## src/rtl/i2cr_pkg.sv

```systemverilog
package i2cr_pkg;

    localparam int DATA_W = 8;
    localparam int REG_AW = 7;
    localparam int CNT_W  = $clog2(DATA_W + 1);

    localparam logic [CNT_W-1:0] BYTE_DONE = CNT_W'(DATA_W);

    typedef enum logic [2:0] {
        ST_IDLE,
        ST_ADDR,
        ST_SUB,
        ST_WDATA,
        ST_ACK,
        ST_RDATA,
        ST_MACK
    } st_e;

    // what follows the acknowledge slot
    typedef enum logic [1:0] {
        AF_SUB,
        AF_DAT,
        AF_WR,
        AF_RD
    } af_e;

    function automatic logic bit_at(input logic [DATA_W-1:0] b,
                                    input logic [CNT_W-1:0]  idx);
        return b[DATA_W - 1 - int'(idx)];
    endfunction

endpackage

```

## src/rtl/i2cr_sync.sv

```systemverilog
module i2cr_sync #(
    parameter int STAGES = 2
) (
    input  logic clk,
    input  logic rst,
    input  logic d,
    output logic q
);
    logic [STAGES-1:0] pipe;

    generate
        if (STAGES == 1) begin : g_one
            always_ff @(posedge clk) begin
                if (rst) pipe <= '1;
                else     pipe <= d;
            end
        end else begin : g_many
            always_ff @(posedge clk) begin
                if (rst) pipe <= '1;
                else     pipe <= {pipe[STAGES-2:0], d};
            end
        end
    endgenerate

    assign q = pipe[STAGES-1];
endmodule

```

## src/rtl/i2cr_busmon.sv

```systemverilog
module i2cr_busmon #(
    parameter int SYNC_STAGES = 2
) (
    input  logic clk,
    input  logic rst,
    input  logic scl_i,
    input  logic sda_i,
    output logic sda_s,
    output logic scl_rise,
    output logic scl_fall,
    output logic start_c,
    output logic stop_c
);
    logic scl_s;
    logic scl_p, sda_p;

    i2cr_sync #(.STAGES(SYNC_STAGES)) u_scl (.clk(clk), .rst(rst), .d(scl_i), .q(scl_s));
    i2cr_sync #(.STAGES(SYNC_STAGES)) u_sda (.clk(clk), .rst(rst), .d(sda_i), .q(sda_s));

    always_ff @(posedge clk) begin
        if (rst) begin
            scl_p <= 1'b1;
            sda_p <= 1'b1;
        end else begin
            scl_p <= scl_s;
            sda_p <= sda_s;
        end
    end

    assign scl_rise = scl_s & ~scl_p;
    assign scl_fall = ~scl_s & scl_p;
    assign start_c  = scl_s & scl_p & sda_p & ~sda_s;
    assign stop_c   = scl_s & scl_p & ~sda_p & sda_s;
endmodule

```

## src/rtl/i2cr_engine.sv

```systemverilog
module i2cr_engine
    import i2cr_pkg::*;
#(
    parameter logic [REG_AW-1:0] DEV_ADDR = 7'b0011101
) (
    input  logic              clk,
    input  logic              rst,
    input  logic              sda_s,
    input  logic              scl_rise,
    input  logic              scl_fall,
    input  logic              start_c,
    input  logic              stop_c,
    input  logic [DATA_W-1:0] rf_rdata,
    output logic              sda_pull,
    output logic [REG_AW-1:0] rf_addr,
    output logic [DATA_W-1:0] rf_wdata,
    output logic              rf_we,
    output st_e               st
);
    af_e               after;
    logic [CNT_W-1:0]  cnt;
    logic [DATA_W-1:0] rx, tx;
    logic [REG_AW-1:0] ptr;
    logic              inc, mack_ok;

    always_ff @(posedge clk) begin
        if (rst) begin
            st       <= ST_IDLE;
            after    <= AF_SUB;
            cnt      <= '0;
            rx       <= '0;
            tx       <= '0;
            ptr      <= '0;
            inc      <= 1'b0;
            mack_ok  <= 1'b0;
            sda_pull <= 1'b0;
            rf_we    <= 1'b0;
            rf_wdata <= '0;
        end else begin
            rf_we <= 1'b0;
            if (stop_c) begin
                st       <= ST_IDLE;
                sda_pull <= 1'b0;
                cnt      <= '0;
            end else if (start_c) begin
                st       <= ST_ADDR;
                sda_pull <= 1'b0;
                cnt      <= '0;
            end else begin
                unique case (st)
                    ST_ADDR, ST_SUB, ST_WDATA: begin
                        if (scl_rise && cnt != BYTE_DONE) begin
                            rx  <= {rx[DATA_W-2:0], sda_s};
                            cnt <= cnt + 1'b1;
                        end else if (scl_fall && cnt == BYTE_DONE) begin
                            cnt <= '0;
                            if (st == ST_ADDR) begin
                                if (rx[DATA_W-1:1] == DEV_ADDR) begin
                                    st       <= ST_ACK;
                                    sda_pull <= 1'b1;
                                    after    <= rx[0] ? AF_RD : AF_SUB;
                                end else begin
                                    st <= ST_IDLE;
                                end
                            end else if (st == ST_SUB) begin
                                ptr      <= rx[REG_AW-1:0];
                                inc      <= rx[DATA_W-1];
                                st       <= ST_ACK;
                                sda_pull <= 1'b1;
                                after    <= AF_DAT;
                            end else begin
                                rf_we    <= 1'b1;
                                rf_wdata <= rx;
                                st       <= ST_ACK;
                                sda_pull <= 1'b1;
                                after    <= AF_WR;
                            end
                        end
                    end
                    ST_ACK: begin
                        if (scl_fall) begin
                            sda_pull <= 1'b0;
                            cnt      <= '0;
                            unique case (after)
                                AF_SUB: st <= ST_SUB;
                                AF_DAT: st <= ST_WDATA;
                                AF_WR: begin
                                    st <= ST_WDATA;
                                    if (inc) ptr <= ptr + 1'b1;
                                end
                                AF_RD: begin
                                    st       <= ST_RDATA;
                                    tx       <= rf_rdata;
                                    sda_pull <= ~rf_rdata[DATA_W-1];
                                end
                            endcase
                        end
                    end
                    ST_RDATA: begin
                        if (scl_rise) begin
                            cnt <= cnt + 1'b1;
                        end else if (scl_fall) begin
                            if (cnt == BYTE_DONE) begin
                                sda_pull <= 1'b0;
                                st       <= ST_MACK;
                                cnt      <= '0;
                            end else begin
                                sda_pull <= ~bit_at(tx, cnt);
                            end
                        end
                    end
                    ST_MACK: begin
                        if (scl_rise) begin
                            mack_ok <= ~sda_s;
                            if (!sda_s && inc) ptr <= ptr + 1'b1;
                        end else if (scl_fall) begin
                            if (mack_ok) begin
                                st       <= ST_RDATA;
                                tx       <= rf_rdata;
                                sda_pull <= ~rf_rdata[DATA_W-1];
                            end else begin
                                st <= ST_IDLE;
                            end
                        end
                    end
                    default: ;
                endcase
            end
        end
    end

    assign rf_addr = ptr;
endmodule

```

## src/rtl/i2cr_slave.sv

```systemverilog
module i2cr_slave
    import i2cr_pkg::*;
#(
    parameter logic [REG_AW-1:0] DEV_ADDR    = 7'b0011101,
    parameter int                SYNC_STAGES = 2
) (
    input  logic              clk,
    input  logic              rst,
    input  logic              scl_i,
    input  logic              sda_i,
    output logic              sda_pull,
    output logic [REG_AW-1:0] rf_addr,
    output logic [DATA_W-1:0] rf_wdata,
    output logic              rf_we,
    input  logic [DATA_W-1:0] rf_rdata
);
    logic sda_s, scl_rise, scl_fall, start_c, stop_c;
    st_e  st;

    i2cr_busmon #(.SYNC_STAGES(SYNC_STAGES)) u_mon (
        .clk(clk), .rst(rst), .scl_i(scl_i), .sda_i(sda_i),
        .sda_s(sda_s), .scl_rise(scl_rise), .scl_fall(scl_fall),
        .start_c(start_c), .stop_c(stop_c)
    );

    i2cr_engine #(.DEV_ADDR(DEV_ADDR)) u_eng (
        .clk(clk), .rst(rst), .sda_s(sda_s), .scl_rise(scl_rise),
        .scl_fall(scl_fall), .start_c(start_c), .stop_c(stop_c),
        .rf_rdata(rf_rdata), .sda_pull(sda_pull), .rf_addr(rf_addr),
        .rf_wdata(rf_wdata), .rf_we(rf_we), .st(st)
    );
endmodule

```

## config.mk

```make
export PLATFORM = sky130hd
export DESIGN_NAME = i2cr_slave
export DESIGN_NICKNAME = d
export VERILOG_FILES = /design/src/rtl/i2cr_pkg.sv /design/src/rtl/i2cr_sync.sv /design/src/rtl/i2cr_busmon.sv /design/src/rtl/i2cr_engine.sv /design/src/rtl/i2cr_slave.sv
export SDC_FILE = /design/constraint.sdc
export NUM_CORES = 1
export LEC_CHECK = 0
export BUFFER_PORTS_ARGS = -buffer_cell sky130_fd_sc_hd__buf_4
export CAP_MARGIN = 0
export CORE_UTILIZATION = 35
export CTS_BUF_LIST = sky130_fd_sc_hd__clkbuf_4 sky130_fd_sc_hd__clkbuf_8 sky130_fd_sc_hd__clkbuf_16
export DETAILED_ROUTE_END_ITERATION = 6
export PLACE_DENSITY_LB_ADDON = 0.08
export SYNTH_ARGS = -nofsm -noshare
export SYNTH_HDL_FRONTEND = slang
export SYNTH_SLANG_ARGS = --single-unit
```

## constraint.sdc

```tcl
create_clock -name clk -period 1.8 [get_ports clk]
set_clock_uncertainty 0.1 [all_clocks]
set_input_delay 0.36 -clock clk [delete_from_list [all_inputs] [get_ports clk]]
set_output_delay 0.36 -clock clk [all_outputs]
set_load 0.05 [all_outputs]
```

-- Word-level counts from Yosys, hierarchy flattened
Cells that the tools add are included.
- register bits: 50
- bits of input ports: 12
- output and inout port bits: 17
- logic and storage cells: 165
- add/subtract/negate cells: 3
- $lt $le $gt $ge: 1
- eq/ne operators: 41
- mux-type cells: 58
- bitwise operators: 20
- reductions and logical operators: 26
- operator list (cell ; number):
    $mux W7 ; 9
    $mux W8 ; 5
    $mux W3 ; 11
    $lt A32 B5 Y1 const B ; 1
    $mux W4 ; 6
    $ne A2 B1 Y1 const B ; 11
    $pmux W7 S3 ; 1
    $reduce_and A9 Y1 ; 2
    $mux W1 ; 16
    $pmux W8 S2 ; 1
    $ne A3 B2 Y1 const B ; 5
    $reduce_and A7 Y1 ; 2
    $not A1 Y1 ; 13
    $ne A2 B2 Y1 const B ; 6
    $ne A3 B3 Y1 const B ; 4
    $pmux W3 S4 ; 1
    $pmux W4 S3 ; 1
    $reduce_and A12 Y1 ; 1
    $reduce_and A10 Y1 ; 1
    $eq A3 B3 Y1 const B ; 3
    $ne A3 B1 Y1 const B ; 3
    $pmux W3 S3 ; 1
    $mux W2 ; 4
    $reduce_and A4 Y1 ; 2
    other kinds (26) ; 39

-- Longest topological paths before layout
Gate-level depths: netlist of the first run.
- depth in word-level cells: 9
- mapped depth: 9
- mapped depth without buffers: 7

-- By module
A second synthesis of the first run with hierarchy kept.
- cell total of the unflattened synthesis: 295
- area total of the unflattened synthesis: 2551.2 µm²
- modules (own cells, without submodules) (module ; times used ; cells each ; area an instance (µm²)):
    i2cr_engine ; 1 ; 279 ; 2361.0
    i2cr_sync ; 2 ; 4 ; 52.6
    i2cr_busmon ; 1 ; 8 ; 85.1

-- Least setup slack after synthesis of the first run
No wires, ideal clock.
- path kind: register -> register
- start point: register u_eng.cnt[1]
- end point: register u_eng.ptr[0] (netlist: u_eng.rf_addr[0])
- setup time: 0.088 ns
- arrival: 1.775 ns
- setup slack: -0.164 ns
- cell stages (with the launch flop): 10
- path buffers: 2
- period minus slack after synthesis: 1.964 ns
- path through: dfxtp_1 inv_1 ha_1 and3b_1 buf_4 nand2_1 a2111oi_4 buf_6 a21oi_2 a311oi_2
- cells in the longest elaborated chain, start to end: 4
- RTL lines (element ; RTL line ; text):
    start: declaration ; i2cr_engine.sv:21 ; logic [CNT_W-1:0] cnt;
    start signal: assignment ; i2cr_engine.sv:54 ; cnt <= cnt + 1'b1;
    start signal: assignment ; i2cr_engine.sv:101 ; cnt <= cnt + 1'b1;
    $ne A4 B4 Y1 or $eq A4 B4 Y1 (tied branches) ; i2cr_engine.sv:52, i2cr_engine.sv:55 ;
    $logic_and A1 B1 Y1, on equally long branches ; i2cr_engine.sv:52, i2cr_engine.sv:55 ;
    $ne A2 B2 Y1 (no source line) or $ne A2 B1 Y1 (tied branches) ; -- ;
    $reduce_and A12 Y1 (no source line) * ; -- ;
    end signal: assignment ; i2cr_engine.sv:66 ; ptr <= rx[REG_AW-1:0];
    end signal: assignment ; i2cr_engine.sv:89 ; if (inc) ptr <= ptr + 1'b1;
    end signal: assignment ; i2cr_engine.sv:115 ; if (!sda_s && inc) ptr <= ptr + 1'b1;
    end: declaration ; i2cr_engine.sv:23 ; logic [REG_AW-1:0] ptr;
Mark *: on every way between the ends. The rest lies on a longest branch, timed or not.
A chain may end at the register's enable or synchronous reset.

-- Worst setup path in the final report of the first run
- start point: register u_eng.cnt[0]
- end point: register u_eng.cnt[2]
- cells in the longest elaborated chain, start to end: 4
- RTL lines (element):
    branches (longest 4 deep; another with $add A4 B1 Y4)
Several ways; the timed one is not identified.

==> results by group, run 1 <==
Clock tree
  – Htree depth: 2
  – CTS Hold Buffers Added: 0
  – Worst-case clock buffer depth: 2
  – Clock transition at path regs: 100 ps
  – CTS tree: yes
  – CTS root buffer: clkbuf_8
  – CTS Sinks: 50
  – Clock insertion delay at the later pin of the skew report: 310 ps
  – Num CTS Buffers: 5

Detailed routing
  – Drt wl/cell: 13.6 um
  – DRC viols: 0
  – Vias per inst: 4.80
  – Initial detailed-routing violation count: 104
  – First drt pass iteration count: 4
  – Vias: 2089
  – Final ANT Viol Nets: 0
  – Final WL: 5920 um

Global routing
  – Overflow after GRT: 0
  – Number of global-route vias before repair: 1979
  – Initial antenna violation count: 0
  – Largest net degree at the start of global routing: 44
  – Global-route usage over all layers: 0.168
  – First-pass GRT wire length: 9740 um

STA
  – Hold slack: 128 ps
  – Final worst path period need: 1870 ps
  – Peak Freq: 535 MHz
  – Period utilisation layout: 1.04
  – Unrepaired setup endpoints after global routing: true
  – Slew headroom: 0.674
  – Final setup violating endpoints: 12
  – Worst slew pin tran: 488 ps
  – Final hold violation count: 0
  – Slew Limit Fails: 0
  – Post-route setup slack: -68.0 ps

Synthesis
  – Cell variety after synth: 56
  – Syn Inst Count: 273
  – Synth top area cells: dfxtp_1, mux2i_1, nor2_1, a21oi_1, nand2_1
  – Number of flops mapped to enable cells by yosys: 0
  – Mapped Area: 2510 um2
  – Yosys warns: 0
  – Register area share after synthesis: 0.399
  – Ys async rst share: 0
  – Synth area leader: dfxtp_1
  – Synth top area share: 0.399
  – Seq cells post-synth: 50
  – Most used DFF post-synth: dfxtp_1
  – Mean Syn Cell Area: 9.19 um2
  – Synthesized Nets: 288

Final layout
  – Multi-input logic area: 1500 um2
  – # diodes: 0
  – Layout Cells excl Fill: 435
  – Fill cells: 667
  – P&R area growth vs syn: 34.9%
  – Post-layout util: 0.493
  – Register area: 1020 um2
  – Post-layout nets: 353
  – Share of cells above drive strength 1: 0.383

Power and ir drop
  – Cell Int Power: 1.46 mW
  – Gate power share: 0.063
  – Pwr dens: 579 nW/um2
  – Clk pwr share: 0.369
  – VDD IR max: 396 uV
  – Static Leak: 1.28 nW
  – Total power: 1.96 mW
  – Switch share: 0.256
  – Psw: 503 uW
  – Flop pwr share: 0.569

Min path
  – HP Class: primary input to flip-flop

Setup path
  – WP data required: 1910 ps
  – CP endpoint kind: flip-flop
  – Max FO, Critical Path: 6
  – Startpoint types: flip-flop
  – CP Class: flip-flop to flip-flop
  – Critical path data arrival time: 1970 ps

Run status
  – Outcome: finished with violations
  – Violations in the final reports: negative setup slack

Placed design
  – GP Congestion: 0.813
  – HPWL after detailed placement: 4300 um
  – Port bufs: 28
  – Placed Cells: 422

Floorplanning
  – Initial core utilization: 0.365
  – # IOs: 29
  – Die Width: 86.7 um
  – Die footprint: 7510 um2
  – Die Ht: 86.7 um
  – Core Box Area: 6870 um2
  – Row Count: 30

Flow run
  – Max Cap Viol: 0
[critical path: stages, from the launching register on]
cell	delay [ps]
dfxtp_4	360
inv_4	50
ha_4	110
and3b_2	290
mux2_4	330
o22ai_4	200
o31ai_2	100
a32o_1	220
[path summary, 6_finish.rpt]
check	startpoint	end	slack, ps	cells after the start
worst max-delay path	u_eng.cnt[0]$_SDFFE_PP0P_	u_eng.cnt[2]$_SDFFE_PP0P_	-70	7
worst min-delay path	scl_i	u_mon.u_scl.pipe[0]$_SDFF_PP1_	130	2
worst max register to register	u_eng.cnt[0]$_SDFFE_PP0P_	u_eng.cnt[2]$_SDFFE_PP0P_	-70	7
worst min register to register	u_mon.u_sda.pipe[0]$_SDFF_PP1_	u_mon.u_sda.pipe[1]$_SDFF_PP1_	320	1
[cells in the final DEF, fill, tap and decap left out, types with 5 or more instances in the layout]
cell      Yosys  routed
clkbuf_8      0       5
a21oi_1      13      12
mux2i_1      32      31
dfxtp_1      50      44
nand3_1       7       6
nand2_1      17      16
o21ai_0       7       7
buf_12        0       5
buf_4         1      68
or2_2         9       9
nand2b_1      6       6
nor2_1       44      42
[power groups by stage]
stage / Sequential (mW) / Clock (mW) / Combinational (mW)
2_1_floorplan: 1.14 / 0 / 0.0593
3_5_place_dp: 1.14 / 0 / 0.117
4_1_cts: 1.12 / 0.750 / 0.121
3_3_place_gp: 1.14 / 0 / 0.118
5_1_grt: 1.12 / 0.808 / 0.134
6_report: 1.12 / 0.723 / 0.123
[per-layer routing]
metal / track usage / part of all wire / wire, um
met1: 0.249 / 0.53 / 3110
met2: 0.252 / 0.43 / 2570
met3: 0.0305 / 0.034 / 203
met4: 0.0364 / 0.0046 / 27
met5: 0 / 0 / 0
[registers in the layout (all words and copies together) (netlist names)]
register          cells
u_eng.st              3
u_eng.cnt             4
u_eng.inc             1
u_eng.rx              8
u_eng.mack_ok         1
u_eng.rf_addr         7
u_mon.u_sda.pipe      2
u_eng.tx              8
u_eng.after           2
u_eng.rf_we           1
u_mon.scl_p           1
u_eng.sda_pull        1
u_mon.u_scl.pipe      2
u_mon.sda_p           1
u_eng.rf_wdata        8
[area by class of cell]
class / count / area share
Clock inverter: 3 / 0.00850
Tap cell: 96 / 0.0355
Timing Repair Buffer: 74 / 0.184
Multi-Input combinational cell: 201 / 0.444
Inverter: 6 / 0.00813
Clock buffer: 5 / 0.0203
Sequential cell: 50 / 0.300
[what timing repair did]
item	4_1_cts	5_1_grt
resized for setup	10	16
pin swaps	4	7
setup buffers	3	2
endpoints found under the setup margin	32	32
cloned	0	0
[cell families (layout without fill, tap and decap cells)]
| family | after synthesis | after routing | share of synthesized area |
|---|---|---|---|
| AOI/OAI and AO/OA | 48 | 48 | 0.148 |
| xor gates and xnor gates | 4 | 4 | 0.0140 |
| adders and majority gates | 3 | 3 | 0.0150 |
| buffers and inverters | 22 | 88 | 0.0399 |
| DFF | 50 | 50 | 0.399 |
| muxes | 36 | 36 | 0.155 |
| and+or+nand+nor | 110 | 110 | 0.230 |
[Yosys cell counts (2+ instances only)]
cell type / count
o21ai_0: 7
or2_2: 9
a21oi_1: 13
mux4_2: 2
a31oi_1: 2
o22ai_1: 2
a311oi_1: 2
nor3_1: 4
nand3_1: 7
nor2_1: 44
nor2b_1: 4
and3_1: 3
and4b_1: 2
buf_2: 5
mux2_2: 2
dfxtp_1: 50
a211oi_1: 2
a311oi_2: 2
inv_1: 6
mux2i_1: 32
ha_1: 3
nand2_1: 17
clkbuf_1: 9
nand2b_1: 6
nor3b_1: 3
o211a_1: 2
o211ai_1: 2
xor2_1: 3
[stage by stage]
step	setup WS [ps]	instance area, um2	TNS [ps]
2_1_floorplan	-33.1	2540	-118
3_3_place_gp	-200	3160	-2530
3_5_place_dp	-178	3160	-2690
4_1_cts	-67.2	3320	-341
5_1_grt	-176	3390	-2270
6_report	-68.0	3390	-375
Note: power is estimated with default switching activity, not from simulation.
==> run 2, diff against run 1 <==
--- a/config.mk
+++ b/config.mk
@@ -5,11 +5,11 @@
 export SDC_FILE = /design/constraint.sdc
 export NUM_CORES = 1
 export LEC_CHECK = 0
-export BUFFER_PORTS_ARGS = -buffer_cell sky130_fd_sc_hd__buf_4
 export CAP_MARGIN = 0
 export CORE_UTILIZATION = 35
 export CTS_BUF_LIST = sky130_fd_sc_hd__clkbuf_4 sky130_fd_sc_hd__clkbuf_8 sky130_fd_sc_hd__clkbuf_16
 export DETAILED_ROUTE_END_ITERATION = 6
+export DONT_BUFFER_PORTS = 1
 export PLACE_DENSITY_LB_ADDON = 0.08
 export SYNTH_ARGS = -nofsm -noshare
 export SYNTH_HDL_FRONTEND = slang
==> results by group, run 2 (synthesized netlist as in run 1, its figures left out) <==
Detailed routing
  – Vias: 2062 (-1.3%)
  – Drt wl/cell: 14.7 um (+8.0%)
  – Initial detailed-routing violation count: 125 (+20%)
  – First drt pass iteration count: 4 (unchanged)
  – DRC viols: 0 (unchanged)
  – Final ANT Viol Nets: 0 (unchanged)
  – Final WL: 6140 um (+3.8%)
  – Vias per inst: 4.93 (+2.7%)

Setup path
  – Worst Reg-to-Reg Cells: 6 (-1)
  – Max FO, Critical Path: 11 (+5)
  – Startpoint types: flip-flop
  – WP data required: 1920 ps (about the same)
  – CP endpoint kind: flip-flop
  – CP Class: flip-flop to flip-flop
  – Critical path data arrival time: 1980 ps (about the same)

Placed design
  – Area after DPL: 3010 um2 (-4.9%)
  – HPWL after detailed placement: 4240 um (-1.2%)
  – Port bufs: 0 (-100%)
  – GP Congestion: 0.790 (-2.7%)
  – Placed Cells: 403 (-4.5%)

Clock tree
  – Clock transition at path regs: 100 ps (about the same)
  – CTS Sinks: 50 (unchanged)
  – Clock insertion delay at the later pin of the skew report: 300 ps (about the same)
  – CTS tree: yes
  – CTS root buffer: clkbuf_8
  – Num CTS Buffers: 5 (unchanged)
  – Worst-case clock buffer depth: 2 (unchanged)
  – Htree depth: 2 (unchanged)

Min path
  – HP Class: primary input to flip-flop
  – Worst hold path depth: 1 (-1)

Final layout
  – Layout Cells excl Fill: 418 (-3.9%)
  – Commonest non-fill, non-tap cell in the layout: buf_4
  – Share of cells above drive strength 1: 0.339 (-0.0450)
  – P&R area growth vs syn: 30.2%
  – Non-Filler Cell Area, Final: 3270 um2 (-3.5%)
  – Post-layout nets: 336 (-4.8%)
  – # diodes: 0 (unchanged)
  – Biggest registers after layout: u_eng.rf_wdata x8, u_eng.rx x8, u_eng.tx x8
  – Commonest cells after routing, fill and taps aside: buf_4, dfxtp_1, nor2_1

STA
  – Final hold violation count: 0 (unchanged)
  – Unrepaired setup endpoints after global routing: true
  – Slew Limit Fails: 0 (unchanged)
  – Final worst path period need: 1860 ps (-7.37 ps)
  – Final setup violating endpoints: 13 (+1)
  – Post-route setup slack: -60.6 ps (+7.37 ps)
  – Peak Freq: 537 MHz (+0.40%)
  – Worst slew pin tran: 760 ps (+272 ps)
  – Period utilisation layout: 1.03 (-0.00410)
  – Hold slack: 18.0 ps (-110 ps)
  – Slew headroom: 0.492 (-0.182)
  – Setup TNS: -339 ps (+36.0 ps)

Global routing
  – Global-route usage over all layers: 0.168 (+0.000168)
  – First-pass GRT wire length: 9630 um (-1.2%)
  – Number of global-route vias before repair: 1973 (-0.30%)
  – M3 GR Usage: 0.0343 (+0.00381)
  – Grt peak-use layer: met2
  – GR Util met1: 0.240 (-0.00894)
  – Met2 usage: 0.256 (+0.00433)
  – Largest net degree at the start of global routing: 45 (+2.3%)
  – Overflow after GRT: 0 (unchanged)
  – Initial antenna violation count: 0 (unchanged)

Floorplanning
  – Die Width: 86.7 um (unchanged)
  – Die footprint: 7510 um2 (unchanged)
  – Core Box Area: 6870 um2 (unchanged)
  – Initial core utilization: 0.365 (unchanged)
  – # IOs: 29 (unchanged)
  – Row Count: 30 (unchanged)
  – Die Ht: 86.7 um (unchanged)

Power and ir drop
  – Psw: 460 uW (-8.6%)
  – Cell Int Power: 1.47 mW (+0.90%)
  – VDD IR max: 493 uV (+24%)
  – Static Leak: 1.19 nW (-6.9%)
  – Pwr dens: 591 nW/um2 (+2.1%)
  – Flop pwr share: 0.580 (+0.011)
  – Total power: 1.93 mW (-1.5%)
  – Clk pwr share: 0.371 (+0.002)
  – Switch share: 0.238 (-0.0183)
  – Gate power share: 0.049 (-0.014)

Run status
  – Violations in the final reports: negative setup slack
  – Outcome: finished with violations

Flow run
  – Max Cap Viol: 0 (unchanged)
run 2: worst paths after layout:
path                                                     start                              to  slack [ps]
worst max-delay path            u_mon.u_scl.pipe[1]$_SDFF_PP1_   u_eng.rf_addr[2]$_SDFFE_PP0P_         -60
worst min-delay path                                       rst        u_eng.rx[6]$_SDFFE_PP0P_          20
worst max register to register  u_mon.u_scl.pipe[1]$_SDFF_PP1_   u_eng.rf_addr[2]$_SDFFE_PP0P_         -60
worst min register to register  u_mon.u_sda.pipe[0]$_SDFF_PP1_  u_mon.u_sda.pipe[1]$_SDFF_PP1_         330
run 2: worst max-delay path: stages (launching register included):
cell	delay [ps]
dfxtp_1	320
nand4bb_1	210
a211o_1	350
a2111oi_4	350
buf_12	190
o21ai_2	60
a221oi_2	200
run 2: repair_timing:
| action | 4_1_cts | 5_1_grt |
|---|---|---|
| resized for setup | 10 | 13 |
| cloned | 0 | 1 |
| hold endpoints to repair | 0 | 18 |
| pin swaps | 2 | 6 |
| endpoints found under the setup margin | 33 | 33 |
| setup buffers | 1 | 2 |
| hold buffers | 0 | 3 |
run 2: layout make-up:
cell class / count / area, um2
Fill cell: 682 / 3600
Clock inverter: 2 / 16.3
Timing Repair Buffer: 57 / 510
Tap cell: 96 / 120
Sequential cell: 50 / 1010
Multi-Input combinational cell: 201 / 1500
Inverter: 6 / 27.5
Clock buffer: 6 / 82.6
run 2: metrics by stage:
| stage | worst slack [ps] | util |
|---|---|---|
| detailed placement | -177 | 0.438 |
| finish | -60.6 | 0.476 |
| global placement | -131 | 0.438 |
| floorplan | -33.1 | - |
| CTS | -79.3 | 0.458 |
| global route | -140 | 0.476 |
run 2: power by group through the flow:
stage / combinational [mW] / clock (mW) / sequential [mW]
3_3_place_gp: 0.0751 / 0 / 1.15
5_1_grt: 0.102 / 0.798 / 1.12
3_5_place_dp: 0.0739 / 0 / 1.15
6_report: 0.0943 / 0.717 / 1.12
2_1_floorplan: 0.0593 / 0 / 1.14
4_1_cts: 0.0753 / 0.751 / 1.12
run 2: routing by layer:
layer / up-vias / wire length (um)
li1: 1060 / -
met3: 4 / 223
met4: 0 / 47
met5: - / 0
met1: 962 / 3230
met2: 36 / 2640
